File: config.mk
export PLATFORM = sky130hd
export DESIGN_NAME = tbmsa_check_node
export DESIGN_NICKNAME = d
export VERILOG_FILES = /design/src/rtl/tbmsa_pkg.sv /design/src/rtl/tbmsa_quad_term.sv /design/src/rtl/tbmsa_group8.sv /design/src/rtl/tbmsa_sign_tree.sv /design/src/rtl/tbmsa_check_node.sv
export SDC_FILE = /design/constraint.sdc
export NUM_CORES = 1
export LEC_CHECK = 0
export ABC_AREA = 1
export BUFFER_PORTS_ARGS = -buffer_cell sky130_fd_sc_hd__buf_4
export CAP_MARGIN = 25
export CORE_ASPECT_RATIO = 0.9
export CORE_MARGIN = 2
export CORE_UTILIZATION = 45
export DETAILED_ROUTE_END_ITERATION = 12
export PLACE_DENSITY_LB_ADDON = 0.3
export SLEW_MARGIN = 20
export SYNTH_ARGS = -nofsm -noshare
export SYNTH_HDL_FRONTEND = slang
export SYNTH_HIERARCHICAL = 1
export SYNTH_SLANG_ARGS = --single-unit
File: constraint.sdc
create_clock -name clk -period 0.8 [get_ports clk]
set_input_delay 0.04 -clock clk [delete_from_list [all_inputs] [get_ports clk]]
set_output_delay 0.04 -clock clk [all_outputs]
set_load 0.01 [all_outputs]
File: src/rtl/tbmsa_pkg.sv
package tbmsa_pkg;
  localparam int MSG_W = 2;
  localparam int QUAD  = 4;

  // true when at least three of four bits are high
  function automatic logic three_of_four(input logic [3:0] x);
    return (x[0] & x[1] & (x[2] | x[3])) | ((x[0] | x[1]) & x[2] & x[3]);
  endfunction
endpackage

File: src/rtl/tbmsa_quad_term.sv
module tbmsa_quad_term
  import tbmsa_pkg::*;
(
  input  logic [QUAD-1:0] mag,
  output logic            hi3,
  output logic            hi4
);
  always_comb begin
    hi3 = three_of_four(mag);
    hi4 = &mag;
  end
endmodule

File: src/rtl/tbmsa_group8.sv
module tbmsa_group8
  import tbmsa_pkg::*;
(
  input  logic [2*QUAD-1:0] mag,
  output logic              grp_min1,
  output logic              grp_min2
);
  logic lo_hi3, lo_hi4, up_hi3, up_hi4;

  tbmsa_quad_term u_lo (.mag(mag[QUAD-1:0]),      .hi3(lo_hi3), .hi4(lo_hi4));
  tbmsa_quad_term u_up (.mag(mag[2*QUAD-1:QUAD]), .hi3(up_hi3), .hi4(up_hi4));

  always_comb begin
    grp_min1 = lo_hi4 & up_hi4;
    grp_min2 = (lo_hi3 & up_hi3 & (lo_hi4 | up_hi4)) | ((lo_hi3 | up_hi3) & lo_hi4 & up_hi4);
  end

  always_comb begin
    AST_GRP_MIN_ORDER: assert (!grp_min1 || grp_min2);
  end
endmodule

File: src/rtl/tbmsa_sign_tree.sv
module tbmsa_sign_tree #(
  parameter int N = 32
) (
  input  logic [N-1:0] bits,
  output logic         parity
);
  localparam int NODES = 2*N - 1;
  logic [NODES-1:0] node;

  genvar gi;
  generate
    for (gi = 0; gi < N; gi++) begin : g_leaf
      assign node[N-1+gi] = bits[gi];
    end
    for (gi = 0; gi < N-1; gi++) begin : g_xor
      assign node[gi] = node[2*gi+1] ^ node[2*gi+2];
    end
  endgenerate

  assign parity = node[0];
endmodule

File: src/rtl/tbmsa_check_node.sv
module tbmsa_check_node
  import tbmsa_pkg::*;
#(
  parameter int NUM_MSG    = 32,
  parameter int GROUP_SIZE = 8
) (
  input  logic                     clk,
  input  logic                     rst_n,
  input  logic                     in_valid,
  input  logic [NUM_MSG*MSG_W-1:0] in_msg,
  output logic                     out_valid,
  output logic                     out_sign,
  output logic                     out_min1,
  output logic                     out_min2
);
  localparam int NUM_GROUPS = NUM_MSG / GROUP_SIZE; // merge rule built for four groups

  logic [NUM_MSG-1:0]    sgn_vec, mag_vec;
  logic [NUM_GROUPS-1:0] grp_m1, grp_m2;
  logic                  parity;

  genvar gi;
  generate
    for (gi = 0; gi < NUM_MSG; gi++) begin : g_split
      assign sgn_vec[gi] = in_msg[MSG_W*gi+1];
      assign mag_vec[gi] = in_msg[MSG_W*gi];
    end
    for (gi = 0; gi < NUM_GROUPS; gi++) begin : g_grp
      tbmsa_group8 u_grp (
        .mag      (mag_vec[gi*GROUP_SIZE +: GROUP_SIZE]),
        .grp_min1 (grp_m1[gi]),
        .grp_min2 (grp_m2[gi])
      );
    end
  endgenerate

  tbmsa_sign_tree #(.N(NUM_MSG)) u_sgn (.bits(sgn_vec), .parity(parity));

  // stage 1 registers
  logic                  v1_q;
  logic                  sgn1_q, sgn1_d;
  logic [NUM_GROUPS-1:0] m1_q, m1_d, m2_q, m2_d;

  always_comb begin
    sgn1_d = sgn1_q;
    m1_d   = m1_q;
    m2_d   = m2_q;
    if (in_valid) begin
      sgn1_d = parity;
      m1_d   = grp_m1;
      m2_d   = grp_m2;
    end
  end

  always_ff @(posedge clk or negedge rst_n) begin
    if (!rst_n) begin
      v1_q   <= 1'b0;
      sgn1_q <= 1'b0;
      m1_q   <= '0;
      m2_q   <= '0;
    end else begin
      v1_q   <= in_valid;
      sgn1_q <= sgn1_d;
      m1_q   <= m1_d;
      m2_q   <= m2_d;
    end
  end

  // stage 2: merge the groups with the same threshold structure
  logic sgn_d, min1_d, min2_d;

  always_comb begin
    sgn_d  = out_sign;
    min1_d = out_min1;
    min2_d = out_min2;
    if (v1_q) begin
      sgn_d  = sgn1_q;
      min1_d = &m1_q;
      min2_d = (&m2_q) & three_of_four(m1_q);
    end
  end

  always_ff @(posedge clk or negedge rst_n) begin
    if (!rst_n) begin
      out_valid <= 1'b0;
      out_sign  <= 1'b0;
      out_min1  <= 1'b0;
      out_min2  <= 1'b0;
    end else begin
      out_valid <= v1_q;
      out_sign  <= sgn_d;
      out_min1  <= min1_d;
      out_min2  <= min2_d;
    end
  end

  AST_LATENCY: assert property (@(posedge clk) disable iff (!rst_n)
    in_valid |-> ##2 out_valid);
  AST_NO_SPURIOUS_VALID: assert property (@(posedge clk) disable iff (!rst_n)
    !v1_q |=> !out_valid);
  AST_HOLD_IDLE: assert property (@(posedge clk) disable iff (!rst_n)
    !v1_q |=> $stable({out_sign, out_min1, out_min2}));
  AST_SIGN_PARITY: assert property (@(posedge clk) disable iff (!rst_n)
    in_valid |-> ##2 (out_sign == $past(^sgn_vec, 2)));
  AST_MIN_ORDER: assert property (@(posedge clk) disable iff (!rst_n)
    out_min1 |-> out_min2);
endmodule

==> impl_metrics.yaml <==
status:
  status: "finished, violations left"
  violations: "negative setup slack"
logic_synthesis:
  ys_ff_latch: 14
  ys_top_cells_by_count: "nand2_1, inv_1, dfrtp_1"
  synth_nets: 501
  yosysSeqAreaShare_pct: 17.4
  syn_area_sq_um: 2010
  synth_top_area_cell: "nand2_1"
  syn_inst: 434
  synth-edff-count: 0
  syn_area_per_cell_sq_um: 4.63
  yosysWarnings: 6
  synth_ff_type: "dfrtp_1"
  yosysMostFrequentCell: "nand2_1"
  synth_top_area_share_pct: 50.4
  synthTopCellsByArea: "nand2_1, inv_1, dfrtp_1"
  netlist-cell-type-count: 12
  async_flop_share_pct: 100
finish:
  area_delta_synth_final_pct: 50.2
  drive_gt1_share_pct: 30.8
  final_cell_area_sq_um: 3020
  fin_nets: 584
  fin_cells: 578
  diodes: 0
  fin_util_pct: 69.0
power_and_ir_drop:
  ir_worst_vdd_v: 0.000630
  p_leak_nw: 2.09
  power_density_nw_per_um2: 875
  finalPower_mw: 2.64
flow_run:
  drv_cap: 0
critical_path:
  path_delay_family: "flip-flops"
  cpMostUsedCell: "nand2_1"
  cpPeakStageDelay_ns: 0.37
  critical_path_buf_inv_count: 1
  worstSetupPathType: "register to register"
  critical_path.startpoint: "m1_q[3]"
  r2r-start: "m1_q[3]"
  crit_required_ns: 0.94
  crit_chain: "inv_1 > nand2_1 > nand2_1 > nand2_1 > nand2_1 > nand2_1"
  start_kind: "register"
  cp_max_fo: 2
  cp-end-kind: "register"
  arrival_ns: 0.94
  cp_slowest_cell: "dfrtp_1"
clock_network:
  root_buffer: "clkbuf_8"
  worstSkewPairLatency_ns: 0.24
  cts_sinks: 14
  cts_max_path_buffers: 2
  cts_tree: "done"
  htreeDepth: 1
  cts_made_buffers: 3
  clk_pin_slew_worst_paths_ns: 0.06
sta:
  fin_ws_ns: -0.00543
  relSlewSlack_pct: 87.9
  slew_violations: 0
  setup_viol: 1
  grt_setup_unrepaired: "true"
  max_freq_ghz: 1.24
  layout_worst_path_cycle_share_pct: 101
  worstMarginPinSlew_ns: 0.181
  finalHoldViolations: 0
  worst_clock_skew_ns: 0.00252
  fin_crit_ns: 0.805
floorplan:
  num_rows: 23
  start_util_pct: 45.9
  dieArea_sq_um: 5020
  core_area_sq_um: 4370
  fp.dieH_um: 67.4
  die_width_um: 74.4
  io_pins: 71
detailed_routing:
  routedWlPerCell_um: 7.44
  dr.pass1.iters: 4
  wl_um: 4300
  drtIter0Drc: 52
  num_vias: 2407
  ant_nets: 0
  via_per_inst: 4.16
  drc: 0
global_route:
  gr-usage-all-layers_pct: 17.1
  antenna_found_initial: 0
  grt_pass1_wl_um: 7200
  gr-total-overflow: 0
  grt_pass1_vias: 2021
  grt_max_degree: 15
min_path:
  min_from: "in_valid"
  worstHoldPathType: "input port to register"
place:
  io_buffers: 70
  gp_congestion: 0.725
  dp_hpwl_um: 3650
  dp.cells: 570
  place_area_sq_um: 2760
  post-place-ws_ns: -0.269
-- cell usage in the layout, fill, tap and decap left out, types with 2 or more instances in the layout --
| cell type | synthesis | final |
|---|---|---|
| nor2_1 | 11 | 10 |
| mux2_2 | 4 | 4 |
| nand2_2 | 8 | 46 |
| inv_2 | 4 | 11 |
| inv_4 | 0 | 2 |
| nand2_1 | 270 | 226 |
| dfrtp_1 | 14 | 14 |
| dlygate4sd3_1 | 0 | 2 |
| o21ai_0 | 6 | 5 |
| nand2_4 | 0 | 6 |
| buf_6 | 0 | 11 |
| inv_16 | 0 | 2 |
| inv_6 | 0 | 2 |
| nand3_1 | 5 | 5 |
| buf_4 | 1 | 65 |
| clkbuf_8 | 0 | 4 |
| inv_1 | 108 | 94 |
-- through the flow --
| step | TNS, ns | hold WS, ns |
|---|---|---|
| floorplan | -0.0149 | -0.256 |
| global placement | -0.849 | -0.106 |
| detailed placement | -1.01 | -0.102 |
| CTS | 0 | 0.0627 |
| global route | -0.244 | 0.0746 |
| finish | -0.00543 | 0.0603 |
-- flip-flops by register name, summed over array words and instances (netlist names) --
register / count
out_min1: 1
m1_q: 4
m2_q: 4
v1_q: 1
out_min2: 1
out_sign: 1
sgn1_q: 1
out_valid: 1
-- worst reg2reg max path: cells and delay by family (launching register included) --
family | cells | cell delay (ns)
flip-flops | 1 | 0.37
AND/OR/NAND/NOR | 5 | 0.26
buffers and inverters | 1 | 0.07
-- logic make-up after synthesis --
| group | Yosys count | share of synthesized area, % |
|---|---|---|
| and+or+nand+nor | 294 | 56.2 |
| buffers and inverters | 113 | 21.3 |
| DFF | 14 | 17.4 |
| AOI/OAI and AO/OA | 6 | 1.49 |
| muxes | 4 | 2.24 |
| xor gates and xnor gates | 3 | 1.31 |
-- what timing repair did --
item / in CTS / in global routing
pin swaps: 3 / 34
setup buffers: 2 / 0
endpoints found under the hold margin: 15 / 0
gates resized for setup: 5 / 46
setup endpoints to repair: 5 / 9
hold buffers: 2 / 0
-- final timing paths --
| kind | slack (ns) | depth (start not counted) | endpoint |
|---|---|---|---|
| max | -0.005 | 6 | out_min2 |
| min | 0.06 | 2 | m1_q[1] |
| max reg2reg | -0.005 | 6 | out_min2 |
| min reg2reg | 0.46 | 0 | out_valid |
| max in group asynchronous | 0.45 | 2 | m2_q[3] |
| min in group asynchronous | 0.18 | 2 | m2_q[0] |
-- cell type report --
cell class / count / area (sq um)
clock buffer: 4 / 55.1
fill: 412 / 1360
inverter: 112 / 475
multi-input combinational: 307 / 1410
sequential: 14 / 350
tap: 62 / 77.6
timing repair buffer: 79 / 652
-- report_power, final --
part,switching (mW),internal (mW)
Sequential,0.0115,0.729
Clock,0.242,0.436
Combinational,0.657,0.566
Total,0.910,1.73
-- metal layers --
metal / share of wire, % / up-vias / routed length (um) / track usage [%]
li1: - / 1372 / - / -
met1: 46 / 987 / 1980 / 20.8
met2: 50 / 46 / 2150 / 32.5
met3: 3.5 / 2 / 152 / 1.49
met4: 0.33 / 0 / 14 / 3.57
met5: 0 / - / 0 / 0
No activity file was read; power rests on OpenSTA's default activity.
